### src/rtl/pfc_pkg.sv
`timescale 1ns/1ps
package pfc_pkg;

  typedef enum logic {
    PFC_XIP  = 1'b0,
    PFC_LOAD = 1'b1
  } pfc_dec_e;

  function automatic int unsigned pfc_cnt_bits(input int unsigned depth);
    return $clog2(depth + 1);
  endfunction

endpackage

### src/rtl/pfc_hist_window.sv
`timescale 1ns/1ps
module pfc_hist_window #(
  parameter int unsigned DEPTH  = 8,
  parameter int unsigned PAGE_W = 20
) (
  input  logic              clk,
  input  logic              rst,
  input  logic              push_en,
  input  logic [PAGE_W-1:0] push_page,
  input  logic [PAGE_W-1:0] probe_page,
  output logic [DEPTH-1:0]  hit_vec
);

  logic [PAGE_W-1:0] page_q [DEPTH];
  logic [DEPTH-1:0]  vld_q;

  // Shift register: slot 0 is newest, slot DEPTH-1 oldest.
  always_ff @(posedge clk) begin
    if (rst) begin
      vld_q <= '0;
    end else if (push_en) begin
      vld_q[0] <= 1'b1;
      for (int i = 1; i < DEPTH; i++) vld_q[i] <= vld_q[i-1];
    end
  end

  // Page data needs no reset; valid bits qualify it.
  always_ff @(posedge clk) begin
    if (push_en) begin
      page_q[0] <= push_page;
      for (int i = 1; i < DEPTH; i++) page_q[i] <= page_q[i-1];
    end
  end

  genvar g;
  generate
    for (g = 0; g < DEPTH; g++) begin : gen_cmp
      assign hit_vec[g] = vld_q[g] && (page_q[g] == probe_page);
    end
  endgenerate

endmodule

### src/rtl/pfc_hit_count.sv
`timescale 1ns/1ps
module pfc_hit_count #(
  parameter int unsigned DEPTH = 8,
  parameter int unsigned CNT_W = 4
) (
  input  logic [DEPTH-1:0] hit_vec,
  output logic [CNT_W-1:0] hit_cnt
);

  always_comb begin
    hit_cnt = '0;
    for (int i = 0; i < DEPTH; i++) hit_cnt = hit_cnt + CNT_W'(hit_vec[i]);
  end

endmodule

### src/rtl/pfc_decide.sv
`timescale 1ns/1ps
module pfc_decide
  import pfc_pkg::*;
#(
  parameter int unsigned PAGE_W = 20,
  parameter int unsigned CNT_W  = 4
) (
  input  logic              clk,
  input  logic              rst,
  input  logic              fault_vld,
  input  logic [PAGE_W-1:0] fault_page,
  input  logic [CNT_W-1:0]  hit_cnt,
  input  logic [CNT_W-1:0]  thr,
  output logic              dec_vld,
  output logic              dec_load,
  output logic [PAGE_W-1:0] dec_page,
  output logic [CNT_W-1:0]  dec_count
);

  pfc_dec_e verdict;
  assign verdict = (hit_cnt > thr) ? PFC_LOAD : PFC_XIP;

  always_ff @(posedge clk) begin
    if (rst) begin
      dec_vld   <= 1'b0;
      dec_load  <= 1'b0;
      dec_page  <= '0;
      dec_count <= '0;
    end else begin
      dec_vld <= fault_vld;
      if (fault_vld) begin
        dec_load  <= (verdict == PFC_LOAD);
        dec_page  <= fault_page;
        dec_count <= hit_cnt;
      end
    end
  end

endmodule

### src/rtl/pfault_freq_cls.sv
`timescale 1ns/1ps
module pfault_freq_cls
  import pfc_pkg::*;
#(
  parameter int unsigned PAGE_W     = 20,
  parameter int unsigned HIST_DEPTH = 8,
  parameter int unsigned CNT_W      = pfc_cnt_bits(HIST_DEPTH),
  parameter int unsigned THR_INIT   = 1
) (
  input  logic              clk,
  input  logic              rst,
  input  logic              thr_wr_en,
  input  logic [CNT_W-1:0]  thr_wr_data,
  input  logic              fault_vld,
  input  logic [PAGE_W-1:0] fault_page,
  output logic              dec_vld,
  output logic              dec_load,
  output logic [PAGE_W-1:0] dec_page,
  output logic [CNT_W-1:0]  dec_count
);

  logic [CNT_W-1:0]      thr_q;
  logic [HIST_DEPTH-1:0] hit_vec;
  logic [CNT_W-1:0]      hit_cnt;

  always_ff @(posedge clk) begin
    if (rst)            thr_q <= CNT_W'(THR_INIT);
    else if (thr_wr_en) thr_q <= thr_wr_data;
  end

  pfc_hist_window #(.DEPTH(HIST_DEPTH), .PAGE_W(PAGE_W)) u_win (
    .clk        (clk),
    .rst        (rst),
    .push_en    (fault_vld),
    .push_page  (fault_page),
    .probe_page (fault_page),
    .hit_vec    (hit_vec)
  );

  pfc_hit_count #(.DEPTH(HIST_DEPTH), .CNT_W(CNT_W)) u_cnt (
    .hit_vec (hit_vec),
    .hit_cnt (hit_cnt)
  );

  pfc_decide #(.PAGE_W(PAGE_W), .CNT_W(CNT_W)) u_dec (
    .clk        (clk),
    .rst        (rst),
    .fault_vld  (fault_vld),
    .fault_page (fault_page),
    .hit_cnt    (hit_cnt),
    .thr        (thr_q),
    .dec_vld    (dec_vld),
    .dec_load   (dec_load),
    .dec_page   (dec_page),
    .dec_count  (dec_count)
  );

endmodule

### config.mk
export PLATFORM = sky130hd
export DESIGN_NAME = pfault_freq_cls
export DESIGN_NICKNAME = d
export VERILOG_FILES = /design/src/rtl/pfc_pkg.sv /design/src/rtl/pfc_hist_window.sv /design/src/rtl/pfc_hit_count.sv /design/src/rtl/pfc_decide.sv /design/src/rtl/pfault_freq_cls.sv
export SDC_FILE = /design/constraint.sdc
export NUM_CORES = 1
export LEC_CHECK = 0
export ABC_AREA = 1
export CAP_MARGIN = 5
export CORE_ASPECT_RATIO = 0.75
export CORE_MARGIN = 2
export CORE_UTILIZATION = 25
export DETAILED_ROUTE_END_ITERATION = 8
export SYNTH_ARGS = -nofsm -noshare
export SYNTH_HDL_FRONTEND = slang
export SYNTH_SLANG_ARGS = --single-unit
### constraint.sdc
create_clock -name clk -period 10.25 [get_ports clk]
set_input_delay 1.5375 -clock clk [delete_from_list [all_inputs] [get_ports clk]]
set_output_delay 1.5375 -clock clk [all_outputs]
set_load 0.01 [all_outputs]
-- After elaboration in Yosys (flattened, before gate mapping)
Memory sizes are Yosys's and may differ from the RTL's.
Index checks and enable logic that the tools add are counted.
- input bits: 28
- register bits: 38
- word-level logic and storage cells: 34
- memories kept: 1
- output and inout port bits: 26
- RAM bits: 160
- memory list (memory ; depth ; width ; read ports ; clocked after memory_dff ; write ports ; line ; source):
    u_win.page_q ; 8 ; 20 ; 8 ; 0 ; 8 ; pfc_hist_window.sv:14 ; logic [PAGE_W-1:0] page_q [DEPTH];
- $lt $le $gt $ge: 1
- $add $sub $neg: 7
- equal/unequal tests: 8
- mux-type cells: 3
- reductions and logical operators: 8
- operators with widths (cell ; count):
    20-bit equality test ; 8
    4-bit by 1-bit adder with 4-bit output ; 6
    1-bit logical AND ; 8
    4-bit > comparator ; 1
    1-bit two-way mux ; 3
    1-bit by 1-bit adder with 2-bit output ; 1

-- Logic depth before layout (Yosys ltp)
An unclocked memory read counts as a cell.
- word-level depth: 12
- gate-level depth with buffers: 24
- depth with buffers taken out: 23

-- Modules after synthesis
Synthesis repeated with hierarchy kept, for this count alone.
- cells, all modules: 1061
- area, all modules: 9395.3 um^2
- by module, submodules not included (module ; instances ; cells each ; area an instance (um^2) ; seq. area each (um^2)):
    pfc_hist_window ; 1 ; 883 ; 7923.8 ; 4964.8
    pfc_decide ; 1 ; 130 ; 1117.3 ; 520.5
    pfc_hit_count ; 1 ; 23 ; 178.9 ; 0.0
    pfault_freq_cls ; 1 ; 25 ; 175.2 ; 80.1

-- Worst setup path after synthesis
OpenSTA, ideal clock, no wires.
- kind: in2reg
- from: input fault_page[6]
- to: register u_dec.dec_load
- buffers on the path: 1
- required time: 10134 ps
- data arrival time: 4886 ps
- cell stages on the path: 23
- setup time: 116 ps
- path slack: 5249 ps
- path through: buf_2 -> inv_2 -> nand2_1 -> nand2_1 -> nor2_1 -> nand2_1 -> nor2_2 -> nand2_1 -> nor2_2 -> ha_1 -> inv_1 -> fa_1 -> fa_1 -> inv_1 -> fa_1 -> inv_1 -> fa_1 -> inv_1 -> ha_1 -> a21oi_1 -> o21ai_0 -> nand2_1 -> a21oi_1
- longest elaborated chain between the ends: 11
- elaborated cells between the ends (all ways): 25
- classes of those cells: 7 x add/sub; 1 x order compare; 8 x eq/ne; 1 x mux; 8 x reduce/logical
- RTL lines (what ; line ; source):
    from (decl) ; pfault_freq_cls.sv:15 ; input logic [PAGE_W-1:0] fault_page,
    20-bit equality test ; pfc_hist_window.sv:38 ; assign hit_vec[g] = vld_q[g] && (page_q[g] == probe_page);
    1-bit logical AND ; pfc_hist_window.sv:38 ;
    1-bit by 1-bit adder with 2-bit output ; pfc_hit_count.sv:12 ; for (int i = 0; i < DEPTH; i++) hit_cnt = hit_cnt + CNT_W'(hit_vec[i]);
    4-bit by 1-bit adder with 4-bit output (5 in a row) ; pfc_hit_count.sv:12 ;
    4-bit by 1-bit adder with 4-bit output * ; pfc_hit_count.sv:12 ;
    net hit_cnt[1] ; pfault_freq_cls.sv:24 ; logic [CNT_W-1:0] hit_cnt;
    4-bit > comparator * ; pfc_decide.sv:21 ; assign verdict = (hit_cnt > thr) ? PFC_LOAD : PFC_XIP;
    1-bit two-way mux * ; pfc_decide.sv:21 ;
    to (signal assigned) ; pfc_decide.sv:32 ; dec_load <= (verdict == PFC_LOAD);
    to (decl) ; pfc_decide.sv:15 ; output logic dec_load,
Mark *: on every way through the listed nets, which the timed path passes. The rest lies on a longest branch.
A chain may end at the register's enable or synchronous reset.

-- Final worst setup path
- from: input fault_page[10]
- to: register u_dec.dec_load
Same word-level chain as after synthesis.

==> qor.csv <==
metric,value,unit
run status,completed,
Routed WL,25700,um
path type of the worst min-delay path,reg -> reg,
Max Fanout on Critical Path,11,
family with the most delay on the worst path,adder cells,
leakage power,4.24,nW
CP endpoint kind,flip-flop,
Max Clk Rate,0.166,GHz
Syn Area/Cell,9.63,um^2
CP Buf/Inv Count,6,
CP peak stage delay,0.84,ns
Max Buffers Root-to-Sink,2,
post-synth top area share,53.8,%
top post-synthesis cells by count,"nand2_1 (271), edfxtp_1 (160), nor2_1 (107)",
WL per Instance,17.9,um
DP Area,9860,um^2
worst r2r dst,u_dec.dec_load,
top-count cell post-synth,nand2_1,
"Seq/Total Area, Yosys",62.4,%
setup TNS,0,ns
synthesized area,8920,um^2
Net Sw Frac,26.2,%
non-filler instance count after layout,1441,
worst-path cell chain,"clkdlybuf4s50_1, inv_1, nand2_1, nand2_1, nor2_1, nand2_1, nor2_1, nand2_1, nor2_1, ha_1, inv_1, fa_1, fa_1, inv_1, fa_1, inv_1, fa_1, inv_1, ha_1, a21oi_1, o21ai_0, nand2_1, a21oi_1",
Slew Limit Fails,0,
critical path class,in -> reg,
slowest CP cell,clkdlybuf4s50_1,
grt total ovfl,0,
clock transition at the registers of the reported paths,0.07,ns
post-DR vias/cell,4.52,
clk sinks,198,
drt initial violations,785,
DIE AREA,37200,um^2
cts bufs inserted,17,
dpl hpwl,19000,um
initial antenna violation count,0,
Reg2Reg Setup Slack,6.08,ns
RD Place Congestion,0.958,
Worst EP required,10.58,ns
synth-to-layout area growth,17.2,%
Final period util,58.6,%
hold_sp,u_win.page_q[1][27],
Std-Cell Rows,59,
Clock power frac,37.8,%
htree depth,4,
Vias,6518,
internal power,0.00135,W
I/O Buffers,53,
Initial Util,25.6,%
pwr/cell area,175,nW/um^2
Post-Syn Instances,927,
# IOs,54,
Final Core Density,29.9,%
CTS Root Cell,clkbuf_16,
CP Launch Type,primary input,
Synth area leaders,"edfxtp_1 (54%), nand2_1 (11%), dfxtp_1 (8.5%)",
fin area,10500,um^2
postcts setup bufs,0,
RSZ-0062 raised after global routing,no,
Synth Register Bits,198,
share of cells above drive strength 1,5.89,%
cell type with the largest total area after synthesis,edfxtp_1,
maximum VDD drop,110,uV
Async SR Flop Fraction,0,%
DIE WIDTH,222,um
Mapped Nets,966,
Psw,0.000480,W
1st-pass router iterations,5,
Final setup viols,0,
worst skew pair latency,0.45,ns
Combinational Power Share,9.7,%
CTS Hold Bufs,0,
placed cells,1409,
Layout Nets,1010,
Design Power,0.00183,W
CTS tree,built,
final routed DRC violation total,0,
first-pass GRT wire length,38000,um
largest net degree at the start of global routing,136,
Critical Path AT,6.33,ns
maxcap violations,0,
diodes inserted,0,
CTS resizes,0,
worst r2r path cells,22,
Tmin final,6.01,ns
clock skew,0.0149,ns
GRT Overall Usage,13.9,%
synth unique cells,27,
Reg-to-Reg Start,u_win.page_q[0][19],
number of flops mapped to enable cells by yosys,160,
slew margin rel.,32.0,%
ys flop type,edfxtp_1,
Antenna Nets Post-Route,0,
Reg power frac,52.5,%
Core Region,34900,um^2
Yosys warning count,0,
worst hold path stage count,0,
final hold vios,0,
worst slew pin tran,1.02,ns
hold endpoint,u_win.page_q[1][47],
vias in the first global route,5986,
height of the chip,168,um
## cells in the final DEF (no fill, tap or decap), types with 10 or more instances in the layout
| cell type | n |
|---|---|
| edfxtp_1 | 160 |
| clkbuf_16 | 17 |
| clkdlybuf4s50_1 | 52 |
| o22ai_1 | 10 |
| dfxtp_1 | 38 |
| nor2_1 | 107 |
| inv_1 | 104 |
| nand3_1 | 18 |
| xor2_1 | 17 |
| o21ai_0 | 81 |
| xnor2_1 | 17 |
| nand2_1 | 271 |
| a21oi_1 | 30 |
## state kept, by name (all words and copies together) (netlist names)
register / cells
u_win.page_q: 160
u_dec.dec_page: 20
u_win.vld_q: 8
thr_q: 4
u_dec.dec_count: 4
u_dec.dec_load: 1
u_dec.dec_vld: 1
## layer usage
metal | wire length, um | global-route usage [%] | part of all wire, %
met5 | 0 | 0 | 0
met4 | 255 | 2.94 | 0.99
met3 | 2250 | 3.79 | 8.7
met2 | 10100 | 18.3 | 39
met1 | 13200 | 21.9 | 51
## how the worst max path moves through the flow
stage | from | end | slack, ns | cells past startpoint
floorplan | fault_page[6] | u_dec.dec_load | 5.25 | 23
global placement | fault_page[10] | u_dec.dec_load | 3.84 | 23
detailed placement | fault_page[10] | u_dec.dec_load | 3.89 | 23
CTS | fault_page[10] | u_dec.dec_load | 4.35 | 23
global route | fault_page[10] | u_dec.dec_load | 4.04 | 24
finish | fault_page[10] | u_dec.dec_load | 4.24 | 23
## through the flow
stage / setup WS (ns) / hold WS (ns)
2_1_floorplan: 5.25 / 0.426
3_3_place_gp: 3.84 / 0.430
3_5_place_dp: 3.89 / 0.435
4_1_cts: 4.35 / 0.452
5_1_grt: 4.04 / 0.458
6_report: 4.24 / 0.451
## cell type report
| type | count | area (um^2) |
|---|---|---|
| Fill cell | 3598 | 24500 |
| Sequential cell | 198 | 5570 |
| Multi-Input combinational cell | 586 | 2750 |
| Tap cell | 457 | 572 |
| Timing Repair Buffer | 55 | 549 |
| Clock buffer | 19 | 433 |
| Inverter | 113 | 424 |
| Clock inverter | 13 | 163 |
## cell families after synthesis
kind of cell             count (synthesis)  share of synthesized area, %
AND/OR/NAND/NOR                        412                          18.1
flip-flops                             198                          62.4
buffers and inverters                  143                          6.83
AO/OA/AOI/OAI                          129                          7.51
XOR/XNOR                                34                          3.34
adder cells (fa/ha/maj)                 11                          1.88
## power groups by stage
stage	sequential (W)	clock (W)	combinational (W)
final	0.000963	0.000693	0.000179
after global routing	0.000969	0.000740	0.000197
after CTS	0.000962	0.000705	0.000177
after detailed placement	0.000980	0	0.000176
after global placement	0.000977	0	0.000177
after floorplan	0.000968	0	0.0000951
(Power assumes the default switching activity.)
